--- src/rtl/rb_arbiter_pkg.sv ---
package rb_arbiter_pkg;
    typedef enum logic [1:0] {
        ST_RUN   = 2'd0,
        ST_REDO  = 2'd1,
        ST_DROP  = 2'd2,
        ST_FATAL = 2'd3
    } rb_state_e;

    // number of front stages whose errors a taken control transfer makes moot
    localparam int unsigned EARLY_STAGES = 2;
endpackage

--- src/rtl/rb_repeat_ctr.sv ---
module rb_repeat_ctr #(
    parameter int unsigned REPEAT_LIMIT = 2
) (
    input  logic clk,
    input  logic rst_n,
    input  logic clr,
    input  logic err,
    output logic at_limit
);
    localparam int unsigned CNT_W = $clog2(REPEAT_LIMIT + 2);
    localparam logic [CNT_W-1:0] LIMIT_V = CNT_W'(REPEAT_LIMIT);

    logic [CNT_W-1:0] cnt_q;

    always_ff @(posedge clk or negedge rst_n) begin
        if (!rst_n) begin
            cnt_q <= '0;
        end else if (clr || !err) begin
            cnt_q <= '0;
        end else if (cnt_q < LIMIT_V) begin
            cnt_q <= cnt_q + 1'b1;
        end
    end

    assign at_limit = (cnt_q >= LIMIT_V);
endmodule

--- src/rtl/rb_prio_pick.sv ---
module rb_prio_pick #(
    parameter int unsigned WIDTH = 5
) (
    input  logic [WIDTH-1:0] req,
    output logic [WIDTH-1:0] win
);
    logic [WIDTH:0] seen;

    assign seen[0] = 1'b0;

    for (genvar i = 0; i < WIDTH; i++) begin : g_pick
        assign win[i]    = req[i] & ~seen[i];
        assign seen[i+1] = seen[i] | req[i];
    end
endmodule

--- src/rtl/rollback_arbiter.sv ---
module rollback_arbiter
    import rb_arbiter_pkg::*;
#(
    parameter int unsigned NUM_STAGES   = 5,
    parameter int unsigned REPEAT_LIMIT = 2
) (
    input  logic                  clk,
    input  logic                  rst_n,
    input  logic [NUM_STAGES-1:0] stage_err,
    input  logic                  ctl_xfer,
    output logic [NUM_STAGES-1:0] redo,
    output logic [NUM_STAGES-1:0] flush,
    output logic                  stall,
    output logic                  core_reset
);
    localparam logic [NUM_STAGES-1:0] EARLY_MASK =
        NUM_STAGES'((1 << EARLY_STAGES) - 1);

    rb_state_e             state_q, state_d;
    logic [NUM_STAGES-1:0] redo_q, flush_q;
    logic [NUM_STAGES-1:0] redo_d, flush_d;
    logic [NUM_STAGES-1:0] moot_mask, dropped, live, winner, at_limit;
    logic                  fatal_hit, ctr_clr;

    assign moot_mask = ctl_xfer ? EARLY_MASK : '0;
    assign dropped   = stage_err & moot_mask;
    assign live      = stage_err & ~moot_mask;
    assign fatal_hit = (state_q != ST_FATAL) && |(stage_err & at_limit);
    assign ctr_clr   = fatal_hit || (state_q == ST_FATAL);

    for (genvar s = 0; s < NUM_STAGES; s++) begin : g_ctr
        rb_repeat_ctr #(.REPEAT_LIMIT(REPEAT_LIMIT)) u_ctr (
            .clk      (clk),
            .rst_n    (rst_n),
            .clr      (ctr_clr),
            .err      (stage_err[s]),
            .at_limit (at_limit[s])
        );
    end

    rb_prio_pick #(.WIDTH(NUM_STAGES)) u_pick (
        .req (live),
        .win (winner)
    );

    // next-state and next-output decision
    always_comb begin
        state_d = ST_RUN;
        redo_d  = '0;
        flush_d = '0;
        unique case (state_q)
            ST_FATAL: begin
                state_d = ST_RUN;
            end
            ST_RUN, ST_REDO, ST_DROP: begin
                if (fatal_hit) begin
                    state_d = ST_FATAL;
                end else if (|live) begin
                    state_d = ST_REDO;
                    redo_d  = winner;
                    flush_d = (live & ~winner) | dropped;
                end else if (|dropped) begin
                    state_d = ST_DROP;
                    flush_d = dropped;
                end else begin
                    state_d = ST_RUN;
                end
            end
            default: state_d = ST_RUN;
        endcase
    end

    // state register
    always_ff @(posedge clk or negedge rst_n) begin
        if (!rst_n) begin
            state_q <= ST_RUN;
        end else begin
            state_q <= state_d;
        end
    end

    // registered strobes
    always_ff @(posedge clk or negedge rst_n) begin
        if (!rst_n) begin
            redo_q  <= '0;
            flush_q <= '0;
        end else begin
            redo_q  <= redo_d;
            flush_q <= flush_d;
        end
    end

    assign redo       = redo_q;
    assign flush      = flush_q;
    assign stall      = (state_q == ST_REDO);
    assign core_reset = (state_q == ST_FATAL);
endmodule

--- config.mk ---
export PLATFORM = sky130hd
export DESIGN_NAME = rollback_arbiter
export DESIGN_NICKNAME = d
export VERILOG_FILES = /design/src/rtl/rb_arbiter_pkg.sv /design/src/rtl/rb_repeat_ctr.sv /design/src/rtl/rb_prio_pick.sv /design/src/rtl/rollback_arbiter.sv
export SDC_FILE = /design/constraint.sdc
export NUM_CORES = 1
export LEC_CHECK = 0
export BUFFER_PORTS_ARGS = -buffer_cell sky130_fd_sc_hd__buf_2
export CELL_PAD_IN_SITES_DETAIL_PLACEMENT = 1
export CELL_PAD_IN_SITES_GLOBAL_PLACEMENT = 1
export CORE_MARGIN = 10
export CORE_UTILIZATION = 25
export DETAILED_ROUTE_END_ITERATION = 8
export PLACE_DENSITY_LB_ADDON = 0.15
export SYNTH_ARGS = -nofsm -noshare
export SYNTH_HDL_FRONTEND = slang
export SYNTH_SLANG_ARGS = --single-unit
--- constraint.sdc ---
create_clock -name clk -period 1.85 [get_ports clk]
set_input_delay 0.0925 -clock clk [delete_from_list [all_inputs] [get_ports clk]]
set_output_delay 0.0925 -clock clk [all_outputs]
set_load 0.05 [all_outputs]
==> flow_results.org <==
** Outcome
- Status :: finished, final reports clean

** Clock network
- CTS buffer count :: 3
- In this run the number of H-tree levels came out at 1.
- Total number of clock tree sinks :: 22
- TritonCTS built the clock tree.
- Clock slew at the register clock pins of the worst setup and hold paths :: 0.08 ns
- Clock latency on the worst-skew pair :: 0.26 ns
- Cts repair resizes :: 0
- Clock tree synthesis selected as its root buffer the cell sky130_fd_sc_hd__clkbuf_8.
- Maximum root-to-sink buffer count :: 2

** Cells and area
- Count of antenna diodes in the layout :: 0
- Net total in the final layout :: 137
- Final Core Density :: 31.8%
- Layout cell share with drive strength beyond 1 :: 29.3%
- Sequential cell area in the final layout :: 551 um^2
- Finished Layout Cells :: 173
- Fillers :: 478
- Most common library cell in the layout ignoring fill and taps :: sky130_fd_sc_hd__dfrtp_1
- Area of combinational cells with multiple inputs :: 435 um^2
- Compared with the post-synthesis result, the final layout area differs by 22.2%.
- Leading cell types in the layout, fill and taps excluded :: 22 x sky130_fd_sc_hd__dfrtp_1, 19 x sky130_fd_sc_hd__buf_2, 15 x sky130_fd_sc_hd__nor3_1

** GRT
- Remaining global-route overflow :: 0
- The initial antenna violation count is 0.
- Gr usage total :: 7.10%
- Via count of the first global-routing pass :: 899
- The first global-routing pass estimated 4260 um of wire.
- Pin count of the biggest net entering global routing :: 23

** Placed design
- The congestion estimate from routability-driven global placement came to 0.743.
- Post-placement setup slack :: 0.281 ns
- Cell count after placement :: 168
- # port buffers :: 19
- The HPWL after detailed placement is 1980 um.

** Setup path
- Data on the critical path arrives at its endpoint at 1.71 ns.
- The worst setup path is captured at a flop.
- The largest individual stage delay along the critical path comes from the cell sky130_fd_sc_hd__dfrtp_1.
- Of all nets on the critical path, the largest fanout is 13.
- Worst path required time :: 2.00 ns
- STA classifies the critical path startpoint as a flop.
- Series of cell instances along the critical path :: ha_1 > o21ai_1 > nand4_2 > buf_4 > nor4_2
- Critical path type :: reg -> reg
- Delay of the slowest cell on the worst path :: 0.42 ns

** Run
- The tool flagged a number of max-cap violations equal to 0.

** Synthesis
- After synthesis the netlist holds a flip-flop and latch count of 22.
- Post-synth design cell area :: 0.00105 mm^2
- Synthesis produced a netlist whose cell count is 99.
- The synthesized netlist devotes 4.18% of its cell area to XOR and XNOR gates.
- The number of nets handed over by synthesis was 112.
- Synthesis instantiated 24 different standard cells from the library.
- The synthesized design contains 0 enable-type register cells.
- Proportion of synthesized area in mux cells :: 0%
- In the synthesized netlist the dominant register cell turns out to be sky130_fd_sc_hd__dfrtp_1.
- Total of warnings raised by yosys :: 0
- For this run, asynchronously set or reset flops after synthesis account for 100%.
- Adder-Cell Fraction of Synth Area :: 5.97%
- After synthesis, the largest family of logic cells by area is simple AND/OR/NAND/NOR gates.
- The share of the Yosys chip area taken by registers is 52.6%.
- Synth Area in Compound Gates :: 10.9%
- Synthesized area per cell :: 10.6 um^2
- The synthesized netlist devotes 20.5% of its cell area to simple gates.

** Floorplanning
- Overall die width :: 84.7 um
- The die covers 0.00718 mm^2.
- The total area inside the core boundary comes to 0.00403 mm^2.
- Measured along the y axis, the die boundary spans 84.7 um.
- During I/O placement, the number of pins put on the boundary was 20.
- Row cnt :: 23
- For this configuration, the core starts out at a cell density of 26.0%.

** Power and ir drop
- Power, Total :: 2.61 mW
- Power density normalized to cell area :: 2040 mW/mm^2
- Max IR drop VDD :: 0.493 mV
- Leakage component of the power :: 0.636 nW

** Timing
- Final critical delay including setup and external delays :: 1.56 ns
- Unrepaired setup endpoints after global routing :: no
- Once routing completed, OpenROAD measured the worst setup slack at 0.289 ns.
- The clock arrives with 0.00321 ns of skew.
- Slew margin rel. :: 67.1%
- Final period util :: 84.4%
- Number of failing hold endpoints at the final stage :: 0
- Upper clock frequency limit :: 0.641 GHz
- The final count of pins violating max slew is 0.
- At the pin with the least slew margin, the transition time is 0.494 ns.
- Summed over all failing endpoints, the final setup total negative slack is 0 ns.
- Number of endpoints failing setup at the final stage :: 0

** Detailed routing
- For this run, the detailed router's first-pass iteration total came to 4.
- Final WL :: 2540 um
- Via density per instance :: 4.52
- Routed wirelength normalized by instance count :: 14.7 um
- Remaining routing DRC violations :: 0
- Count of vias placed by the detailed router :: 782
- In this run the remaining antenna-violating nets after routing total 0.
- Initial detailed-routing violation count :: 30

** Min path
- The tightest min-delay check is of the in -> reg type.
==> critical path: cells and delay by family, from the launching register on <==
family | cells | cell delay (ns)
flip-flops | 1 | 0.42
adder cells (fa/ha/maj) | 1 | 0.19
AO/OA/AOI/OAI | 1 | 0.18
AND/OR/NAND/NOR | 2 | 0.45
buffers and inverters | 1 | 0.22
==> state kept, by name, summed over array words and instances, names as in the netlist <==
| signal | flops |
|---|---|
| redo | 5 |
| flush | 5 |
| g_ctr.u_ctr.cnt_q | 10 |
| state_q | 2 |
==> path summary, 6_finish.rpt <==
kind,from,endpoint,slack [ns],cells after the start
hold / removal,ctl_xfer,redo[1]$_DFF_PN0_,0.11,2
hold reg to reg,g_ctr[3].u_ctr.cnt_q[0]$_DFFE_PN0P_,g_ctr[3].u_ctr.cnt_q[0]$_DFFE_PN0P_,0.58,3
min in group asynchronous,rst_n,flush[2]$_DFF_PN0_,0.33,2
max in group asynchronous,rst_n,redo[0]$_DFF_PN0_,1.18,2
setup / recovery,g_ctr[3].u_ctr.cnt_q[1]$_DFFE_PN0P_,redo[3]$_DFF_PN0_,0.29,5
setup reg to reg,g_ctr[3].u_ctr.cnt_q[1]$_DFFE_PN0P_,redo[3]$_DFF_PN0_,0.29,5
==> routing by layer <==
metal	part of all wire, %	track usage (%)	up-vias
met4	0.75	2.69	0
met1	45	8.23	384
met3	4.1	1.74	2
met5	0	0	-
met2	50	12.2	11
li1	-	-	385
==> through the flow <==
stage | hold WS (ns) | area, um^2
floorplan | -0.203 | 1050
global placement | 0.0872 | 1210
detailed placement | 0.0943 | 1210
CTS | 0.0973 | 1280
global route | 0.106 | 1280
finish | 0.109 | 1280
==> power breakdown <==
group | internal, mW | switching [mW]
Combinational | 0.492 | 0.995
Sequential | 0.669 | 0.113
Clock | 0.189 | 0.152
Total | 1.35 | 1.26
==> cell families after synthesis <==
logic type / Yosys count
buffers and inverters: 15
adders and majority gates: 5
and+or+nand+nor: 36
xor gates and xnor gates: 5
AOI/OAI and AO/OA: 16
DFF: 22
==> final cells by class <==
cell class	count	area share, %
sequential	22	43.0
multi-input combinational	62	34.0
timing repair buffer	24	10.6
tap	50	4.89
clock buffer	4	4.30
inverter	11	3.23
==> synthesized netlist by cell type (all sizes together), types with 2 or more instances <==
| master | n | area, um^2 |
|---|---|---|
| xnor2 | 2 | 17.5 |
| nor2 | 3 | 11.3 |
| nor4 | 4 | 50.1 |
| nor2b | 2 | 12.5 |
| xor2 | 3 | 26.3 |
| nand2 | 6 | 22.5 |
| nor3 | 15 | 75.1 |
| dfrtp | 22 | 551 |
| inv | 11 | 41.3 |
| o21ai | 10 | 57.6 |
| buf | 4 | 20.0 |
| nand3 | 3 | 15.0 |
| ha | 5 | 62.6 |
==> repair_timing <==
action	4_1_cts	5_1_grt
hold buffers	1	0
hold endpoints to repair	22	0
buffers inserted	0	0
(Power assumes the default switching activity.)
